--- src/rtl/ssq_pkg.sv ---
package ssq_pkg;

    typedef enum logic [2:0] {
        ST_OFF    = 3'd0,
        ST_NOLOAD = 3'd1,
        ST_TRI    = 3'd2,
        ST_CLAMP  = 3'd3,
        ST_RAMP   = 3'd4,
        ST_GOOD   = 3'd5
    } seq_state_e;

    typedef enum logic [1:0] {
        PWM_FLOAT = 2'b00,
        PWM_LOW   = 2'b01,
        PWM_RUN   = 2'b10
    } pwm_mode_e;

endpackage

--- src/rtl/ssq_qualify.sv ---
module ssq_qualify #(
    parameter int VID_W = 5
) (
    input  logic             por_ok,
    input  logic             en_ok,
    input  logic [VID_W-1:0] vid_code,
    output logic             supply_ok,
    output logic             noload
);

    localparam logic [VID_W-1:0] NOLOAD_CODE = '1;

    always_comb begin
        supply_ok = por_ok & en_ok;
        noload    = (vid_code == NOLOAD_CODE);
    end

endmodule

--- src/rtl/ssq_sat_cnt.sv ---
module ssq_sat_cnt #(
    parameter int W = 11
) (
    input  logic         clk,
    input  logic         rst_n,
    input  logic         clr,
    input  logic         adv,
    output logic [W-1:0] value,
    output logic         at_max
);

    localparam logic [W-1:0] TOP = '1;

    logic [W-1:0] value_q;

    always_ff @(posedge clk or negedge rst_n) begin
        if (!rst_n) begin
            value_q <= '0;
        end else if (clr) begin
            value_q <= '0;
        end else if (adv && (value_q != TOP)) begin
            value_q <= value_q + W'(1);
        end
    end

    always_comb begin
        value  = value_q;
        at_max = (value_q == TOP);
    end

endmodule

--- src/rtl/ssq_fsm.sv ---
module ssq_fsm
    import ssq_pkg::*;
#(
    parameter int CNT_W   = 11,
    parameter int HIZ_CYC = 32,
    parameter int LOW_CYC = 150
) (
    input  logic             clk,
    input  logic             rst_n,
    input  logic             supply_ok,
    input  logic             noload,
    input  logic             phase_tick,
    input  logic [CNT_W-1:0] cyc_cnt,
    output logic             cnt_clr,
    output logic             cnt_adv,
    output logic             ramp_clr,
    output logic             ramp_step,
    output logic             dac_inhibit,
    output pwm_mode_e        pwm_mode,
    output logic             ramp_en,
    output logic             pgood
);

    localparam int               CNT_MAX    = (1 << CNT_W) - 1;
    localparam logic [CNT_W-1:0] TRI_LAST   = CNT_W'(HIZ_CYC - 1);
    localparam logic [CNT_W-1:0] CLAMP_LAST = CNT_W'(HIZ_CYC + LOW_CYC - 1);
    localparam logic [CNT_W-1:0] GOOD_PREV  = CNT_W'(CNT_MAX - 1);

    seq_state_e state_q, state_d;
    logic       go;
    logic       running;
    logic       ramping;

    always_comb begin
        go      = supply_ok & ~noload;
        running = (state_q == ST_TRI) || (state_q == ST_CLAMP) ||
                  (state_q == ST_RAMP) || (state_q == ST_GOOD);
        ramping = (state_q == ST_RAMP) || (state_q == ST_GOOD);
    end

    always_comb begin
        state_d = state_q;
        if (!supply_ok) begin
            state_d = ST_OFF;
        end else if (noload) begin
            state_d = ST_NOLOAD;
        end else begin
            unique case (state_q)
                ST_OFF, ST_NOLOAD: state_d = ST_TRI;
                ST_TRI:   if (phase_tick && cyc_cnt == TRI_LAST)   state_d = ST_CLAMP;
                ST_CLAMP: if (phase_tick && cyc_cnt == CLAMP_LAST) state_d = ST_RAMP;
                ST_RAMP:  if (phase_tick && cyc_cnt == GOOD_PREV)  state_d = ST_GOOD;
                ST_GOOD:  state_d = ST_GOOD;
                default:  state_d = ST_OFF;
            endcase
        end
    end

    always_ff @(posedge clk or negedge rst_n) begin
        if (!rst_n) begin
            state_q <= ST_OFF;
        end else begin
            state_q <= state_d;
        end
    end

    always_comb begin
        cnt_clr     = ~go | ~running;
        cnt_adv     = go & running & phase_tick;
        ramp_clr    = ~go | ~ramping;
        ramp_step   = go & ramping & phase_tick;
        dac_inhibit = 1'b1;
        pwm_mode    = PWM_FLOAT;
        ramp_en     = 1'b0;
        pgood       = 1'b0;
        unique case (state_q)
            ST_OFF, ST_NOLOAD, ST_TRI: begin
                dac_inhibit = 1'b1;
                pwm_mode    = PWM_FLOAT;
            end
            ST_CLAMP: begin
                dac_inhibit = 1'b0;
                pwm_mode    = PWM_LOW;
            end
            ST_RAMP: begin
                dac_inhibit = 1'b0;
                pwm_mode    = PWM_RUN;
                ramp_en     = 1'b1;
            end
            ST_GOOD: begin
                dac_inhibit = 1'b0;
                pwm_mode    = PWM_RUN;
                ramp_en     = 1'b1;
                pgood       = 1'b1;
            end
            default: begin
                dac_inhibit = 1'b1;
                pwm_mode    = PWM_FLOAT;
            end
        endcase
    end

endmodule

--- src/rtl/softstart_seq.sv ---
module softstart_seq
    import ssq_pkg::*;
#(
    parameter int VID_W   = 5,
    parameter int CNT_W   = 11,
    parameter int HIZ_CYC = 32,
    parameter int LOW_CYC = 150,
    parameter int RAMP_W  = 8
) (
    input  logic              clk,
    input  logic              rst_n,
    input  logic              por_ok,
    input  logic              en_ok,
    input  logic [VID_W-1:0]  vid_code,
    input  logic              phase_tick,
    output logic              dac_inhibit,
    output logic [1:0]        pwm_mode,
    output logic              ramp_en,
    output logic [RAMP_W-1:0] ramp_idx,
    output logic              pgood
);

    logic             supply_ok;
    logic             noload;
    logic [CNT_W-1:0] cyc_cnt;
    logic             cnt_top;
    logic             ramp_top;
    logic             cnt_clr;
    logic             cnt_adv;
    logic             ramp_clr;
    logic             ramp_step;
    pwm_mode_e        mode_e;

    ssq_qualify #(.VID_W(VID_W)) u_qual (
        .por_ok    (por_ok),
        .en_ok     (en_ok),
        .vid_code  (vid_code),
        .supply_ok (supply_ok),
        .noload    (noload)
    );

    ssq_sat_cnt #(.W(CNT_W)) u_cyc_cnt (
        .clk    (clk),
        .rst_n  (rst_n),
        .clr    (cnt_clr),
        .adv    (cnt_adv),
        .value  (cyc_cnt),
        .at_max (cnt_top)
    );

    ssq_sat_cnt #(.W(RAMP_W)) u_ramp_cnt (
        .clk    (clk),
        .rst_n  (rst_n),
        .clr    (ramp_clr),
        .adv    (ramp_step),
        .value  (ramp_idx),
        .at_max (ramp_top)
    );

    ssq_fsm #(
        .CNT_W   (CNT_W),
        .HIZ_CYC (HIZ_CYC),
        .LOW_CYC (LOW_CYC)
    ) u_fsm (
        .clk         (clk),
        .rst_n       (rst_n),
        .supply_ok   (supply_ok),
        .noload      (noload),
        .phase_tick  (phase_tick),
        .cyc_cnt     (cyc_cnt),
        .cnt_clr     (cnt_clr),
        .cnt_adv     (cnt_adv),
        .ramp_clr    (ramp_clr),
        .ramp_step   (ramp_step),
        .dac_inhibit (dac_inhibit),
        .pwm_mode    (mode_e),
        .ramp_en     (ramp_en),
        .pgood       (pgood)
    );

    always_comb begin
        pwm_mode = mode_e;
    end

    logic unused_flags;
    always_comb unused_flags = cnt_top ^ ramp_top;

endmodule

--- config.mk ---
export PLATFORM = sky130hd
export DESIGN_NAME = softstart_seq
export DESIGN_NICKNAME = d
export VERILOG_FILES = /design/src/rtl/ssq_pkg.sv /design/src/rtl/ssq_qualify.sv /design/src/rtl/ssq_sat_cnt.sv /design/src/rtl/ssq_fsm.sv /design/src/rtl/softstart_seq.sv
export SDC_FILE = /design/constraint.sdc
export NUM_CORES = 1
export LEC_CHECK = 0
export ABC_CLOCK_PERIOD_IN_PS = 1800
export BUFFER_PORTS_ARGS = -buffer_cell sky130_fd_sc_hd__buf_4
export CORE_MARGIN = 4
export CORE_UTILIZATION = 44
export CTS_BUF_LIST = sky130_fd_sc_hd__clkbuf_4 sky130_fd_sc_hd__clkbuf_8
export DETAILED_ROUTE_END_ITERATION = 12
export PLACE_DENSITY = 0.61
export SYNTH_ARGS = -nofsm -noshare
export SYNTH_HDL_FRONTEND = slang
export SYNTH_SLANG_ARGS = --single-unit
--- constraint.sdc ---
create_clock -name clk -period 1.8 [get_ports clk]
set_input_delay 0 -clock clk [delete_from_list [all_inputs] [get_ports clk]]
set_output_delay 0 -clock clk [all_outputs]
set_load 0.01 [all_outputs]
==> results of run 1 <==
-- cells by family after synthesis --
| kind of cell | synth area share, % |
|---|---|
| compound gates | 9.971 |
| buf+inv | 2.684 |
| fa+ha+maj | 7.670 |
| simple gates | 26.46 |
| xor+xnor | 8.725 |
| flops | 42.19 |
| mux | 2.301 |
-- sequential cells by signal, indices dropped and copies added (netlist names) --
signal / count
u_cyc_cnt.value: 11
u_ramp_cnt.value: 8
u_fsm.state_q: 3
-- what timing repair did --
item	4_1_cts	5_1_grt
hold endpoints to repair	23	0
endpoints found under the setup margin	0	4
gates resized for setup	0	5
hold buffers	3	0
-- cell usage after synthesis, types with 4 or more instances --
cell / n
sky130_fd_sc_hd__nor2_1: 24
sky130_fd_sc_hd__dfrtp_1: 22
sky130_fd_sc_hd__nand2_1: 11
sky130_fd_sc_hd__nand3_1: 10
sky130_fd_sc_hd__ha_1: 8
sky130_fd_sc_hd__xor2_1: 8
sky130_fd_sc_hd__and3_1: 7
sky130_fd_sc_hd__inv_1: 7
sky130_fd_sc_hd__xnor2_1: 5
sky130_fd_sc_hd__o21ai_0: 4
-- power groups by stage --
stage / clock (W) / combinational (W) / sequential, W
6_report: 0.000384 / 0.0000637 / 0.000500
5_1_grt: 0.000421 / 0.0000718 / 0.000501
4_1_cts: 0.000396 / 0.0000634 / 0.000500
3_5_place_dp: 0 / 0.0000580 / 0.000510
3_3_place_gp: 0 / 0.0000569 / 0.000510
2_1_floorplan: 0 / 0.0000234 / 0.000509
-- routing by layer --
layer | part of all wire (%) | up-vias
li1 | - | 546
met1 | 49 | 521
met2 | 46 | 22
met3 | 4.8 | 2
met4 | 0.65 | 0
met5 | 0 | -
-- cells in the final DEF (no fill, tap or decap), types with 4 or more instances in the layout --
cell,count
sky130_fd_sc_hd__and3_1,7
sky130_fd_sc_hd__buf_4,24
sky130_fd_sc_hd__dfrtp_1,20
sky130_fd_sc_hd__ha_1,8
sky130_fd_sc_hd__inv_1,7
sky130_fd_sc_hd__nand2_1,11
sky130_fd_sc_hd__nand3_1,10
sky130_fd_sc_hd__nor2_1,24
sky130_fd_sc_hd__o21ai_0,4
sky130_fd_sc_hd__xnor2_1,5
sky130_fd_sc_hd__xor2_1,8
-- worst max-delay path, delay by kind of cell, from the launching register on --
kind,cells,cell delay (ns)
and+or+nand+nor,3,0.44
xor gates and xnor gates,1,0.17
AOI/OAI and AO/OA,1,0.29
DFF,1,0.46
adders and majority gates,1,0.23
-- metrics by stage --
stage	hold WS, ns	instance area (um2)	worst slack [ns]	power (W)	std cells
detailed placement	-0.08944	1515	0.08694	0.0005677	191
global route	0.1135	1620	0.007720	0.0009945	198
CTS	0.07763	1598	0.06334	0.0009601	198
global placement	-0.09192	1515	0.1694	0.0005666	191
floorplan	-0.2956	1305	0.2505	0.0005324	138
finish	0.08949	1620	0.09372	0.0009487	198
-- worst max path at each step --
stage | startpoint | endpoint | cells after the start
2_1_floorplan | u_cyc_cnt.value[0] | u_cyc_cnt.value[2] | 6
3_3_place_gp | u_cyc_cnt.value[6] | u_fsm.state_q[0] | 5
3_5_place_dp | u_cyc_cnt.value[0] | u_cyc_cnt.value[2] | 6
4_1_cts | u_cyc_cnt.value[0] | u_cyc_cnt.value[2] | 6
5_1_grt | u_cyc_cnt.value[0] | u_cyc_cnt.value[7] | 6
6_report | u_cyc_cnt.value[0] | u_cyc_cnt.value[9] | 6
-- final cells by class --
| class | instances | area, um2 | share of cell area (%) |
|---|---|---|---|
| tap | 31 | 38.79 | 2.394 |
| timing repair buffer | 27 | 210.2 | 12.97 |
| multi-input combinational | 107 | 739.5 | 45.64 |
| sequential | 22 | 553.0 | 34.13 |
| inverter | 7 | 26.28 | 1.622 |
| clock buffer | 3 | 22.52 | 1.390 |
| clock inverter | 1 | 30.03 | 1.853 |
==> impl.org, run 1 <==
** Routing
- The detail route stage leaves a number of antenna-violating nets equal to 0.
- Iteration-0 DRC Markers :: 59
- Routed vias :: 1,091
- Dividing the detail-routed wire length by the instance count gives 14.08 um.
- Number of detailed-routing iterations run before antenna repair :: 4
- In the routed design, unresolved DRC markers number 0.
- Routed WL :: 2788 um
- Dividing the detail-routed via count by the number of cells gives 5.510.

** Worst setup path
- The signal on the critical path passes through ha_1, and3_1, a31oi_1, nand3_1, xor2_1, nor2_1.
- At the worst endpoint, the arrival time is 1.90 ns.
- Of all nets on the critical path, the largest fanout is 5.
- The worst setup path is captured at a flop.
- The endpoint identified for the worst register-to-register timing path is u_cyc_cnt.value[9].
- Setup slack of the worst register-to-register path :: 0.09 ns
- Worst r2r path cells :: 6
- Required time at the endpoint of the critical path :: 2.00 ns
- Category of the critical setup timing path :: flop to flop
- STA classifies the critical path startpoint as a flop.
- In this design, the stage delay of the slowest critical-path cell is 0.46 ns.
- CP max-delay cell :: sky130_fd_sc_hd__dfrtp_2
- In this run the critical register-to-register path is launched from u_cyc_cnt.value[0].

** Layout
- Number of fill cells :: 241
- The repair_antennas step left the layout with diodes totalling 0.
- The final layout contains 186 nets.
- The post-route netlist has 21.56% of its cells at a drive strength greater than 1.
- At the end of the flow the core is filled with cells to 57.76%.
- Area added between synthesis and finish :: 24.16%

** Global route
- Number of global-route vias before repair :: 1,055
- For met1 alone, demand over resource in global routing was 20.90%.
- The layer flagged by global routing as most heavily used is met2.
- The initial antenna violation count came to 0.
- The first global-routing pass estimated 4974 um of wire.
- Global routing consumed, on the met2 layer, 23.70% of the routing resources.
- Pin count of the biggest net entering global routing :: 23
- For this run, global-route usage on met3 was measured as 4.317%.
- Total global routing track utilization :: 15.54%
- Summed over all layers, the global routing overflow is 0.

** Timing
- Final Max Slew Viols :: 0
- Setup violations remaining at the end of the flow were counted as 0.
- Setup repair after global routing missed its margin :: false
- Largest clock skew in the final design :: 0.009294 ns
- Fin crit share :: 94.79%
- Final hold violation count :: 0
- In this run the tightest slew margin relative to its limit is 67.62%.
- Sum of negative setup slack :: 0 ns
- Timing would allow up to 0.5861 GHz.
- Final critical-path required period :: 1.706 ns
- At the pin with the least slew margin, the transition time is 0.4807 ns.

** Placed design
- Placer's final routability congestion estimate :: 0.8034
- Buffers placed on the I/O ports in this run total 22.
- Detail Placement HPWL :: 2091 um

** Power
- Design internal power :: 0.0007507 W
- Per report_power, the combinational group accounts for 6.7% of the total.
- IR analysis of the VDD net gives a maximum drop of 0.3030 mV.
- For this design the total switching power over the nets is 0.0001980 W.
- Switching part of the total power :: 20.87%
- The clock network burns 40.5% of the power.
- In this run the static leakage power is 0.7458 nW.
- Relative contribution of sequential cells to total power :: 52.8%
- Power density over the cells :: 585.5 mW/mm2

** Clocking
- Maximum number of buffers from clock root to sink :: 2
- Clock latency on the worst-skew pair, taken at its later pin, is 0.31 ns.
- Number of sinks driven by the clock tree :: 22
- CTS buffer count :: 3
- CTS tree :: done
- Root buf cell :: sky130_fd_sc_hd__clkbuf_4
- Clock transition at the register clock pins on the worst setup and hold paths after CTS :: 0.13 ns
- In this run the post-CTS setup repair buffer count came out at 0.
- H-tree depth :: 1

** Synthesis
- Counting every instance in the synthesized netlist gives 138.
- Sequential cells were found to cover 42.19% of the synthesized design area.
- During synthesis, Yosys emitted a total of 0 warnings.
- The synthesized design devotes to its leading area cell type 42.19% of total area.
- Library cell occupying the most area in the post-synthesis netlist :: sky130_fd_sc_hd__dfrtp_1
- Synthesis produced a netlist with a net count of 156.
- FF+latch count, synth :: 22
- Yosys attributes the largest share of cell area to sky130_fd_sc_hd__dfrtp_1, sky130_fd_sc_hd__ha_1, sky130_fd_sc_hd__nor2_1.
- Share of async-settable or async-resettable flops after synthesis :: 100.0%
- The most used flip-flop cell after synthesis is sky130_fd_sc_hd__dfrtp_1.
- The mapped netlist covers 0.001305 mm2.
- Count of different cell masters after synthesis :: 32
- Synthesized area divided by synthesized cell count :: 9.457 um2
- Post-synth EDFFs :: 0

** Floorplan
- The die is 62.46 um tall.
- Pin placement for this block handled 23 I/O pins.
- Initial standard-cell utilization of the core :: 46.52%
- Site Rows :: 19
- The die covers 0.003901 mm2.
- Floorplan die width :: 62.46 um
- The floorplan step defined a core boundary enclosing 0.002805 mm2.

** Min path
- Along the worst hold path, the cell count comes to 5.
- Critical hold path startpoint :: por_ok
- The path with the worst hold slack has its endpoint at u_fsm.state_q[1].
- Worst hold path class :: input pin to flop

** Flow run
- Number of maximum-capacitance constraint violations :: 0

** Status
- Run status :: complete, no violations
No activity file was read; power rests on OpenSTA's default activity.
==> run 2, diff against run 1 <==
--- a/config.mk
+++ b/config.mk
@@ -5,13 +5,14 @@
 export SDC_FILE = /design/constraint.sdc
 export NUM_CORES = 1
 export LEC_CHECK = 0
+export ABC_AREA = 1
 export ABC_CLOCK_PERIOD_IN_PS = 1800
 export BUFFER_PORTS_ARGS = -buffer_cell sky130_fd_sc_hd__buf_4
 export CORE_MARGIN = 4
 export CORE_UTILIZATION = 44
 export CTS_BUF_LIST = sky130_fd_sc_hd__clkbuf_4 sky130_fd_sc_hd__clkbuf_8
 export DETAILED_ROUTE_END_ITERATION = 12
-export PLACE_DENSITY = 0.61
+export PLACE_DENSITY = 0.6
 export SYNTH_ARGS = -nofsm -noshare
 export SYNTH_HDL_FRONTEND = slang
 export SYNTH_SLANG_ARGS = --single-unit
==> impl.org, run 2 <==
** Worst setup path
- Launching element type of the critical path :: flop
- STA classifies the critical path endpoint as a flop.
- The endpoint identified for the worst register-to-register timing path is u_cyc_cnt.value[5].
- The maximum fanout encountered on the critical timing path was 14 (+9).
- Category of the critical setup timing path :: flop to flop
- The startpoint identified for the worst register-to-register timing path is u_cyc_cnt.value[1].
- The data arrival at the endpoint of the critical path came to 1.90 ns (about the same).
- The worst reg-to-reg path cell count is 8 (+2).
- The worst-case register-to-register setup slack is 0.12 ns (+0.03 ns).
- Required time at the endpoint of the critical path :: 2.02 ns (+0.02 ns)

** Power
- Highest ir drop seen on vdd :: 0.2834 mV (-6.5%)
- Final total power :: 0.0009807 W (+3.4%)
- Power density over the cells :: 528.2 mW/mm2 (-9.8%)
- The leakage power total came to 0.9131 nW (+22%).

** Min path
- In this run the worst hold path is classified as input pin to async pin.

** Layout
- FF+latch area :: 550.5 um2 (-0.45%)
- Number of fill cells :: 350 (+45%)
- Area added between synthesis and finish :: 21.14%
- Count of antenna diodes in the layout :: 0 (unchanged)
- Leaving out fill and tap cells, the most frequent cell in the layout is sky130_fd_sc_hd__nand2_1.
- Layout cells sized above 1 :: 21.19% (-0.37 points)
- Net total in the final layout :: 255 (+37%)
- Most frequent cells in the layout :: sky130_fd_sc_hd__nand2_1, sky130_fd_sc_hd__nand3_1, sky130_fd_sc_hd__buf_4
- Largest register FFs :: 11 (unchanged)
- The area of combinational cells with multiple inputs came to 887.1 um2 (+20%).

** Routing
- The total length of routed met2 wires came to 1634 um (+28%).
- Met3 wirelength from detailed routing :: 139 um (+3.0%)
- Wire length the detailed router placed on met1 :: 1632 um (+20%)
- In this run the top signal layer used is met4.
- The DRC violation count after routing came to 0 (unchanged).
- The mean routed wirelength per cell came to 12.24 um (-13%).
- Number of detailed-routing iterations run before antenna repair :: 4 (unchanged)
- Antenna-violating nets left :: 0 (unchanged)
- DR vias/cell :: 5.011 (-9.1%)
- The routed wire length came to 3451 um (+24%).
- The number of design-rule violations left by the first detailed-router iteration is 106 (+80%).
- Routed vias :: 1,413 (+30%)

** Placed design
- The routability-driven placement congestion ratio is 0.8471 (+5.4%).
- Detail Placement HPWL :: 2696 um (+29%)
- The count of buffers from port buffering was 22 (unchanged).

** Clocking
- Number of sinks driven by the clock tree :: 22 (unchanged)
- The clock latency of the later-clocked register in the worst-skew pair was 0.31 ns (about the same).
- CTS tree :: done
- H-tree depth :: 1 (unchanged)
- The clock buffer count from CTS came to 3 (unchanged).
- Clock tree synthesis selected as its root buffer the cell sky130_fd_sc_hd__clkbuf_4.
- The maximum buffer depth of the clock tree came to 2 (unchanged).
- The post-CTS clock slew at the launch and capture registers of the worst setup and hold paths is 0.13 ns (about the same).

** Timing
- Final Setup Violations :: 0 (unchanged)
- The worst slew slack as a fraction of its limit was 80.66% (+13 points).
- The final clock skew is 0.004452 ns (-0.004843 ns).
- The max-slew violation count was 0 (unchanged).
- Least-Margin Pin Slew :: 0.2901 ns (-0.1905 ns)
- The achievable frequency is 0.5956 GHz (+1.6%).
- Final hold violation count :: 0 (unchanged)
- Final critical-path required period :: 1.679 ns (-0.02742 ns)
- The final sum of negative setup slack came to 0 ns (unchanged).
- Fin crit share :: 93.27% (-1.5 points)
- Setup repair after global routing missed its margin :: false

** Global route
- The wire length of the first global-routing pass is 6030 um (+21%).
- Total global routing track utilization :: 17.61% (+2.1 points)
- Antenna violations before repair :: 0 (unchanged)
- The largest net degree at the start of global routing is 23 (unchanged).
- Number of global-route vias before repair :: 1,320 (+25%)
- The total congestion overflow came to 0 (unchanged).

** Synthesis
- Yosys instantiated no cell more often than sky130_fd_sc_hd__nand2_1.
- Area of the mapped netlist :: 0.001533 mm2 (+17%)
- FF+latch count, synth :: 22 (unchanged)
- The fraction of synthesized area in multiplexers came to 0% (-2.3 points).
- Post-Syn Nets :: 222 (+42%)
- Synthesized area divided by synthesized cell count :: 7.513 um2 (-21%)
- Most area-consuming cells after synthesis :: sky130_fd_sc_hd__dfrtp_1, sky130_fd_sc_hd__nand2_1, sky130_fd_sc_hd__nand3_1
- The count of cell types in the netlist is 25 (-22%).
- After synthesis, the largest family of logic cells by area is simple AND/OR/NAND/NOR gates.
- The proportion of netlist area held by the largest area contributor was 35.92% (-6.3 points).
- Most used flip-flop cell after synthesis :: sky130_fd_sc_hd__dfrtp_1
- Library cell occupying the most area in the post-synthesis netlist :: sky130_fd_sc_hd__dfrtp_1
- The count of flip-flops with a built-in enable after synthesis is 0 (unchanged).
- The async set-reset flop share out of synthesis is 100.0% (unchanged).
- The post-synthesis xor/xnor area fraction came to 6.286% (-2.4 points).
- Number of cells produced by synthesis :: 204 (+48%)
- Simple-gate portion of the synthesized area :: 38.53% (+12 points)
- The number of warning messages in the yosys log is 0 (unchanged).
- Sequential-to-total area share from yosys stat :: 35.92% (-6.3 points)
- Top cells by count, synth :: sky130_fd_sc_hd__nand2_1, sky130_fd_sc_hd__nand3_1, sky130_fd_sc_hd__nor2_1
- Compound-Gate Fraction of Synth Area :: 6.367% (-3.6 points)
- The arithmetic-cell share of the synthesized area counting full adders, half adders and majority gates was 6.531% (-1.1 points).

** Floorplan
- Die boundary height :: 67.02 um (+7.3%)
- The floorplan row count was 21 (+2).
- I/O pin total :: 23 (unchanged)
- The die area is 0.004492 mm2 (+15%).
- Std-Cell Core Area :: 0.003363 mm2 (+20%)
- Initial standard-cell utilization of the core :: 45.57% (-0.95 points)
- The overall die width came to 67.02 um (+7.3%).

** Flow run
- Number of maximum-capacitance constraint violations :: 0 (unchanged)

** Status
- Run status :: complete, no violations
-- run 2: cell types whose count changed after synthesis, sizes merged, moves of 3 or more --
cell / change
and3: -8
and4: -3
inv: +16
mux2i: -3
nand2: +45
nand3: +22
nor2: +5
o21ai: +5
-- run 2: timing repair --
action / 4_1_cts / 5_1_grt
endpoints found under the setup margin: 0 / 6
hold buffers: 2 / 0
buffers inserted: 0 / 0
gates resized for setup: 0 / 2
endpoints found under the hold margin: 23 / 0
-- run 2: how the worst max path moves through the flow --
stage | end | from
final | u_cyc_cnt.value[5] | u_cyc_cnt.value[1]
after global routing | u_cyc_cnt.value[1] | u_cyc_cnt.value[1]
after CTS | u_ramp_cnt.value[5] | u_ramp_cnt.value[1]
after detailed placement | u_ramp_cnt.value[5] | u_ramp_cnt.value[1]
after global placement | u_cyc_cnt.value[6] | u_cyc_cnt.value[1]
after floorplan | u_cyc_cnt.value[7] | u_cyc_cnt.value[0]
-- run 2: final cells by class --
| class | count | area share (%) |
|---|---|---|
| timing repair buffer | 29 | 11.99 |
| clock inverter | 1 | 1.617 |
| inverter | 23 | 4.650 |
| tap | 46 | 3.100 |
| sequential | 22 | 29.65 |
| clock buffer | 3 | 1.213 |
| multi-input combinational | 158 | 47.78 |
-- run 2: power breakdown --
group / switching (W) / total, W / internal (W) / leakage [nW]
Sequential: 0.00000550 / 0.000505 / 0.000500 / 0.306
Combinational: 0.0000524 / 0.0000909 / 0.0000385 / 0.579
Clock: 0.000160 / 0.000385 / 0.000225 / 0.0279
Total: 0.000218 / 0.000981 / 0.000763 / 0.913
-- run 2: cell families after synthesis --
logic type | after synthesis
DFF | 22
buffers and inverters | 24
AOI/OAI and AO/OA | 13
and+or+nand+nor | 126
xor gates and xnor gates | 11
adders and majority gates | 8
-- run 2: layer usage --
metal | track usage (%) | vias to the layer above
met1 | 23.73 | 654
met3 | 2.698 | 5
li1 | - | 722
met2 | 28.22 | 32
met4 | 6.329 | 0
met5 | 0 | -
-- run 2: worst max-delay path, stage by stage, from the launching register on --
cell and delay, ns:
sky130_fd_sc_hd__dfrtp_1 0.44, sky130_fd_sc_hd__ha_1 0.24, sky130_fd_sc_hd__inv_1 0.09, sky130_fd_sc_hd__nor2_4 0.21, sky130_fd_sc_hd__nand3_4 0.10, sky130_fd_sc_hd__o21ai_4 0.16
sky130_fd_sc_hd__nand2_4 0.16, sky130_fd_sc_hd__nand2_1 0.13, sky130_fd_sc_hd__o21ai_2 0.05
-- run 2: per-stage QoR --
stage	cell area, um2	utilization [%]	setup slack [ns]	hold slack [ns]	cells
3_5_place_dp	1782	52.98	0.1529	-0.08904	276
6_report	1857	55.21	0.1211	0.09786	282
2_1_floorplan	1533	-	0.2026	-0.2956	204
3_3_place_gp	1782	52.98	0.1780	-0.09163	276
5_1_grt	1857	55.21	0.01819	0.1126	282
4_1_cts	1854	55.13	0.1208	0.09745	282
